## src/rtl/pwm_timer_pkg.sv

```systemverilog
package pwm_timer_pkg;

   localparam int ADDR_W = 3;

   typedef enum logic [ADDR_W-1:0] {
      REG_CTRL  = 3'd0,
      REG_DUTY  = 3'd1,
      REG_TOP   = 3'd2,
      REG_COUNT = 3'd3,
      REG_FLAGS = 3'd4
   } reg_addr_e;

   // control field positions
   localparam int CTRL_MODE_LSB = 0;
   localparam int CTRL_OVF_IE   = 2;
   localparam int CTRL_CMP_IE   = 3;

   // flag positions
   localparam int FLAG_OVF = 0;
   localparam int FLAG_CMP = 1;

   typedef enum logic [1:0] {
      OM_OFF_A  = 2'd0,
      OM_OFF_B  = 2'd1,
      OM_NORMAL = 2'd2,
      OM_INVERT = 2'd3
   } out_mode_e;

endpackage

```

## src/rtl/pwm_tick_gen.sv

```systemverilog
module pwm_tick_gen #(
   parameter int DIV_STAGES = 3,
   localparam int NUM_SRC   = DIV_STAGES + 3,
   localparam int SEL_W     = $clog2(NUM_SRC)
) (
   input  logic             clk,
   input  logic             rst_n,
   input  logic [SEL_W-1:0] sel,
   input  logic             fast_tick,
   output logic             tick
);

   if (DIV_STAGES < 1) begin : g_bad_div
      $error("pwm_tick_gen: DIV_STAGES must be at least 1");
   end

   logic [DIV_STAGES-1:0] div_q;
   logic [NUM_SRC-1:0]    taps;

   // free-running divider of the fast strobe
   always_ff @(posedge clk or negedge rst_n) begin
      if (!rst_n)         div_q <= '0;
      else if (fast_tick) div_q <= div_q + 1'b1;
   end

   assign taps[0] = 1'b0;
   assign taps[1] = 1'b1;
   assign taps[2] = fast_tick;

   for (genvar k = 1; k <= DIV_STAGES; k++) begin : g_tap
      assign taps[2+k] = fast_tick & (&div_q[k-1:0]);
   end

   always_comb begin
      if ({1'b0, sel} < (SEL_W+1)'(NUM_SRC)) tick = taps[sel];
      else                                   tick = 1'b0;
   end

endmodule

```

## src/rtl/pwm_count_core.sv

```systemverilog
module pwm_count_core #(
   parameter int DW = 8
) (
   input  logic          clk,
   input  logic          rst_n,
   input  logic          tick,
   input  logic [DW-1:0] top_pend,
   input  logic [DW-1:0] cmp_pend,
   output logic [DW-1:0] cnt,
   output logic [DW-1:0] top_act,
   output logic [DW-1:0] cmp_act,
   output logic          wrap_evt,
   output logic          match_evt
);

   if (DW < 4) begin : g_bad_dw
      $error("pwm_count_core: DW must be at least 4");
   end

   logic          at_top;
   logic [DW-1:0] cnt_nxt;
   logic [DW-1:0] cmp_nxt;

   assign at_top    = (cnt == top_act);
   assign cnt_nxt   = at_top ? '0 : cnt + 1'b1;
   assign wrap_evt  = tick & at_top;
   assign cmp_nxt   = at_top ? cmp_pend : cmp_act;
   assign match_evt = tick & (cnt_nxt == cmp_nxt);

   always_ff @(posedge clk or negedge rst_n) begin
      if (!rst_n) begin
         cnt     <= '0;
         top_act <= '1;
         cmp_act <= '0;
      end else if (tick) begin
         cnt <= cnt_nxt;
         if (at_top) begin
            top_act <= top_pend;
            cmp_act <= cmp_pend;
         end
      end
   end


   cnt_le_top_chk: assert property (@(posedge clk) disable iff (!rst_n)
      cnt <= top_act);


   wrap_zero_chk: assert property (@(posedge clk) disable iff (!rst_n)
      (tick && at_top) |=> (cnt == '0));


   hold_no_tick_chk: assert property (@(posedge clk) disable iff (!rst_n)
      !tick |=> $stable(cnt));


   top_load_wrap_chk: assert property (@(posedge clk) disable iff (!rst_n)
      !$stable(top_act) |-> $past(wrap_evt));

endmodule

```

## src/rtl/pwm_wave_out.sv

```systemverilog
module pwm_wave_out #(
   parameter int DW = 8
) (
   input  logic [DW-1:0] cnt,
   input  logic [DW-1:0] top_act,
   input  logic [DW-1:0] cmp_act,
   input  logic [1:0]    mode,
   output logic          pwm_o,
   output logic          pwm_oe
);
   import pwm_timer_pkg::*;

   logic raw;

   always_comb begin
      if (cmp_act == top_act) raw = 1'b1;
      else                    raw = (cnt < cmp_act);
   end

   always_comb begin
      case (out_mode_e'(mode))
         OM_NORMAL: begin pwm_o = raw;  pwm_oe = 1'b1; end
         OM_INVERT: begin pwm_o = ~raw; pwm_oe = 1'b1; end
         default:   begin pwm_o = 1'b0; pwm_oe = 1'b0; end
      endcase
   end

endmodule

```

## src/rtl/pwm_reg_bank.sv

```systemverilog
module pwm_reg_bank #(
   parameter int DW = 8
) (
   input  logic                                clk,
   input  logic                                rst_n,
   input  logic                                wr_en,
   input  logic [pwm_timer_pkg::ADDR_W-1:0]    addr,
   input  logic [DW-1:0]                       wdata,
   output logic [DW-1:0]                       rdata,
   input  logic [DW-1:0]                       cnt,
   input  logic                                wrap_evt,
   input  logic                                match_evt,
   input  logic                                gie,
   output logic [1:0]                          mode,
   output logic [DW-1:0]                       top_pend,
   output logic [DW-1:0]                       cmp_pend,
   output logic                                ovf_irq,
   output logic                                cmp_irq
);
   import pwm_timer_pkg::*;

   logic ovf_ie, cmp_ie, ovf_flag, cmp_flag;
   logic wr_ctrl, wr_duty, wr_top, wr_flags;

   assign wr_ctrl  = wr_en & (addr == REG_CTRL);
   assign wr_duty  = wr_en & (addr == REG_DUTY);
   assign wr_top   = wr_en & (addr == REG_TOP);
   assign wr_flags = wr_en & (addr == REG_FLAGS);

   always_ff @(posedge clk or negedge rst_n) begin
      if (!rst_n) begin
         mode     <= 2'b00;
         ovf_ie   <= 1'b0;
         cmp_ie   <= 1'b0;
         top_pend <= '1;
         cmp_pend <= '0;
      end else begin
         if (wr_ctrl) begin
            mode   <= wdata[CTRL_MODE_LSB +: 2];
            ovf_ie <= wdata[CTRL_OVF_IE];
            cmp_ie <= wdata[CTRL_CMP_IE];
         end
         if (wr_duty) cmp_pend <= wdata;
         if (wr_top)  top_pend <= wdata;
      end
   end

   // event set wins over write-one clear
   always_ff @(posedge clk or negedge rst_n) begin
      if (!rst_n) begin
         ovf_flag <= 1'b0;
         cmp_flag <= 1'b0;
      end else begin
         ovf_flag <= (ovf_flag & ~(wr_flags & wdata[FLAG_OVF])) | wrap_evt;
         cmp_flag <= (cmp_flag & ~(wr_flags & wdata[FLAG_CMP])) | match_evt;
      end
   end

   assign ovf_irq = ovf_flag & ovf_ie & gie;
   assign cmp_irq = cmp_flag & cmp_ie & gie;

   always_comb begin
      case (addr)
         REG_CTRL:  rdata = DW'({cmp_ie, ovf_ie, mode});
         REG_DUTY:  rdata = cmp_pend;
         REG_TOP:   rdata = top_pend;
         REG_COUNT: rdata = cnt;
         REG_FLAGS: rdata = DW'({cmp_flag, ovf_flag});
         default:   rdata = '0;
      endcase
   end


   ovf_rise_chk: assert property (@(posedge clk) disable iff (!rst_n)
      $rose(ovf_flag) |-> $past(wrap_evt));


   ovf_irq_gate_chk: assert property (@(posedge clk) disable iff (!rst_n)
      ovf_irq |-> (ovf_flag && gie));


   cmp_rise_chk: assert property (@(posedge clk) disable iff (!rst_n)
      $rose(cmp_flag) |-> $past(match_evt));

endmodule

```

## src/rtl/pwm_prog_top_timer.sv

```systemverilog
module pwm_prog_top_timer #(
   parameter int DW         = 8,
   parameter int DIV_STAGES = 3,
   localparam int SEL_W     = $clog2(DIV_STAGES + 3)
) (
   input  logic                             clk,
   input  logic                             rst_n,
   input  logic [SEL_W-1:0]                 clk_sel,
   input  logic                             fast_tick,
   input  logic                             gie,
   input  logic                             wr_en,
   input  logic [pwm_timer_pkg::ADDR_W-1:0] addr,
   input  logic [DW-1:0]                    wdata,
   output logic [DW-1:0]                    rdata,
   output logic                             pwm_o,
   output logic                             pwm_oe,
   output logic                             ovf_irq,
   output logic                             cmp_irq
);

   logic          tick, wrap_evt, match_evt;
   logic [1:0]    mode;
   logic [DW-1:0] cnt, top_act, cmp_act, top_pend, cmp_pend;

   pwm_tick_gen #(.DIV_STAGES(DIV_STAGES)) u_tick (
      .clk(clk), .rst_n(rst_n), .sel(clk_sel), .fast_tick(fast_tick), .tick(tick)
   );

   pwm_count_core #(.DW(DW)) u_core (
      .clk(clk), .rst_n(rst_n), .tick(tick),
      .top_pend(top_pend), .cmp_pend(cmp_pend),
      .cnt(cnt), .top_act(top_act), .cmp_act(cmp_act),
      .wrap_evt(wrap_evt), .match_evt(match_evt)
   );

   pwm_reg_bank #(.DW(DW)) u_regs (
      .clk(clk), .rst_n(rst_n), .wr_en(wr_en), .addr(addr),
      .wdata(wdata), .rdata(rdata), .cnt(cnt),
      .wrap_evt(wrap_evt), .match_evt(match_evt), .gie(gie),
      .mode(mode), .top_pend(top_pend), .cmp_pend(cmp_pend),
      .ovf_irq(ovf_irq), .cmp_irq(cmp_irq)
   );

   pwm_wave_out #(.DW(DW)) u_wave (
      .cnt(cnt), .top_act(top_act), .cmp_act(cmp_act),
      .mode(mode), .pwm_o(pwm_o), .pwm_oe(pwm_oe)
   );


   released_low_chk: assert property (@(posedge clk) disable iff (!rst_n)
      !pwm_oe |-> !pwm_o);

endmodule

```

## config.mk

```make
export PLATFORM = sky130hd
export DESIGN_NAME = pwm_prog_top_timer
export DESIGN_NICKNAME = d
export VERILOG_FILES = /design/src/rtl/pwm_timer_pkg.sv /design/src/rtl/pwm_tick_gen.sv /design/src/rtl/pwm_count_core.sv /design/src/rtl/pwm_wave_out.sv /design/src/rtl/pwm_reg_bank.sv /design/src/rtl/pwm_prog_top_timer.sv
export SDC_FILE = /design/constraint.sdc
export NUM_CORES = 1
export LEC_CHECK = 0
export BUFFER_PORTS_ARGS = -buffer_cell sky130_fd_sc_hd__buf_2
export CORE_ASPECT_RATIO = 0.7
export CORE_MARGIN = 10
export CORE_UTILIZATION = 45
export CTS_BUF_LIST = sky130_fd_sc_hd__clkbuf_16
export CTS_CLUSTER_SIZE = 40
export DETAILED_ROUTE_END_ITERATION = 16
export GPL_TIMING_DRIVEN = 0
export PLACE_DENSITY = 0.65
export RECOVER_POWER = 50
export SYNTH_ARGS = -nofsm -noshare
export SYNTH_HDL_FRONTEND = slang
export SYNTH_SLANG_ARGS = --single-unit
```

## constraint.sdc

```tcl
create_clock -name clk -period 4.8 [get_ports clk]
set_input_delay 0.48 -clock clk [delete_from_list [all_inputs] [get_ports clk]]
set_output_delay 0.48 -clock clk [all_outputs]
set_load 0.005 [all_outputs]
```

==> run_results.csv <==
group,metric,value,unit
grt,grt_pass1_vias,2045,
final_layout,stdcell_area,3350,um2
setup_path,required,4.32,ns
final_layout,antenna_cells,0,
setup_path,critPathKind,"reg -> out",
logic_synthesis,yosysUniqueCellTypes,43,
grt,antenna_found_initial,0,
sta,finClkSkew,0.00952,ns
cts,clock_tree.root_cell,"clkbuf_16",
cts,cts_hold_buf,0,
setup_path,arrival,2.74,ns
routing,vias,2047,
place,dpl.hpwl,5130,um
status,outcome,"finished, violations left",
routing,drt-vias-per-instance,5.47,
sta,period_needed,3.22,ns
sta,rsz0062_at_grt,"false",
place,placed_cell_area,3200,um2
cts,postCtsSetupRepairBufs,0,
cts,clkSlewWorstSetupHoldPaths,0.08,ns
setup_path,crit_fanout,6,
grt,grt_max_degree,50,
place,gp_congestion,0.832,
place,io_buffer_count,29,
final_layout,areaGrowthSynthToFinish,13.3,%
cts,cts_num_sinks,49,
cts,clock_path_buffers,2,
power_and_ir_drop,p_per_area,561,nW/um2
logic_synthesis,synth_area,2950,um2
routing,postRouteAntennaNets,0,
sta,fmax,0.311,GHz
cts,h-tree-depth,2,
logic_synthesis,syn_avg_cell_area,11.4,um2
die,die_w,117,um
logic_synthesis,synth_nets,288,
min_path,hp-class,"in -> reg",
logic_synthesis,synth_seq_cells,49,
die,dieArea,10300,um2
setup_path,start_kind,"flop",
logic_synthesis,netlist_instances,259,
power_and_ir_drop,power.leakage,0.00150,uW
grt,overflow,0,
sta,setup_viol,0,
die,die_y,87.8,um
grt,grt_pass1_wl,11200,um
grt,track_usage,13.8,%
logic_synthesis,ys_seq_area_share,42.2,%
final_layout,layout.nets,324,
cts,cts_buffers,5,
sta,fin_tns_setup,0,ns
final_layout,drive_gt1_share,37.2,%
sta,hold_viol,0,
die,num_rows,24,
routing,drcViolationCount,0,
die,initial_core_util,46.8,%
sta,worst_pin_slew,2.58,ns
routing,wl_per_cell,17.8,um
run,drv_cap,1,
sta,finalMaxSlewViolations,50,
power_and_ir_drop,ir_worst_vdd,189,uV
sta,max_slew_margin,-72.3,%
cts,cts_tree,"done",
die,core,6310,um2
final_layout,final_cell_mix,"mux2_2 (35), dfrtp_1 (33), buf_2 (31)",
sta,finalCritPeriodShare,67.1,%
cts,cts-resized-gates,0,
cts,clk_latency,0.30,ns
die,io_pins,31,
setup_path,crit_path_end_kind,"output pin",
routing,drtPass1Iterations,4,
final_layout,mostFrequentLayoutCell,"mux2_2",
routing,route.final.wire_length,6660,um
status,violations,"max-capacitance violations, max-slew violations",
routing,first_iter_violations,110,
logic_synthesis,yosysWarnings,0,
cell families (layout without fill, tap and decap cells):
| group | after synthesis | in the layout | share of synthesized area (%) |
|---|---|---|---|
| simple gates | 60 | 60 | 11.6 |
| flops | 49 | 49 | 42.2 |
| mux | 48 | 48 | 20.1 |
| compound gates | 37 | 37 | 8.51 |
| xor+xnor | 30 | 30 | 8.89 |
| buf+inv | 25 | 62 | 4.49 |
| fa+ha+maj | 10 | 10 | 4.24 |
critical path: stages (launching register included):
cell	delay (ns)
dfrtp_1	0.48
inv_1	0.09
ha_1	0.29
a21o_1	0.18
a31oi_1	0.17
o21ai_0	0.12
o41ai_1	0.67
xor2_1	0.13
and2_1	0.19
buf_2	0.12
flip-flops by register name, summed over array words and instances, names as in the netlist:
register,cells
u_regs.top_pend,8
u_regs.cmp_flag,1
u_regs.ovf_flag,1
u_regs.cmp_ie,1
u_regs.cmp_pend,8
u_core.cmp_act,8
u_core.cnt,8
u_regs.mode,2
u_core.top_act,8
u_regs.ovf_ie,1
u_tick.div_q,3
area by class of cell:
type	count	area, um2
fill	562	2960
inverter	10	37.5
multi-input combinational	185	1580
timing repair buffer	29	140
tap	78	97.6
buffer	15	95.1
sequential	49	1250
clock inverter	3	28.8
clock buffer	5	125
layer usage:
layer / global-route usage (%) / wire length, um
met5: 0 / 0
met4: 3.13 / 40
met3: 3.48 / 287
met2: 18.5 / 2690
met1: 21.3 / 3640
path summary, 6_finish.rpt:
kind                            cells after the start                 end         startpoint  slack (ns)
worst max-delay path                                9               pwm_o  u_core.cmp_act[2]        1.58
min in group asynchronous                           1       u_core.cnt[6]              rst_n        0.98
worst min-delay path                                2  u_regs.cmp_pend[4]           wdata[4]        0.42
worst min register to register                      2     u_regs.ovf_flag    u_regs.ovf_flag        0.50
max in group asynchronous                           1  u_regs.cmp_pend[5]              rst_n        2.33
worst max register to register                     10   u_core.cmp_act[1]    u_tick.div_q[0]        2.62
cell usage after synthesis, drive strengths merged:
master,instances,area [um2]
mux2i,2,20.0
o221ai,1,8.76
nand2,7,26.3
inv,10,37.5
nor3b,3,32.5
nand3,6,35.0
a21o,1,7.51
o31ai,6,45.0
and2,1,6.26
a21oi,2,10.0
a22oi,8,60.1
o22ai,2,12.5
nor2b,8,50.1
ha,10,125
nor2,13,51.3
xor2,15,131
nor3,4,20.0
dfstp,16,420
clkbuf,5,18.8
nand2b,4,32.5
a31oi,1,6.26
and3,5,31.3
o41ai,1,8.76
mux4,2,45.0
nand4,6,37.5
or2,1,6.26
o41a,1,11.3
a311oi,1,8.76
nor4,2,12.5
o21ai,11,55.1
dfrtp,33,826
xnor2,15,131
buf,10,76.3
mux2,44,529
o31a,2,17.5
power by group:
part / internal [uW] / switching, uW / leakage, uW
registers: 571 / 159 / 0.000582
logic: 410 / 363 / 0.000838
clock network: 200 / 175 / 0.0000763
stage by stage:
stage	total power [uW]	setup WS [ns]	cells	hold WS (ns)	utilization, %
4_1_cts	1890	1.58	374	0.420	53.1
2_1_floorplan	1290	2.60	259	0.184	-
5_1_grt	2020	1.47	374	0.437	53.1
3_5_place_dp	1510	1.92	366	0.487	50.7
3_3_place_gp	1490	1.90	366	0.493	50.7
6_report	1880	1.58	374	0.421	53.1
No activity file was read; power rests on OpenSTA's default activity.
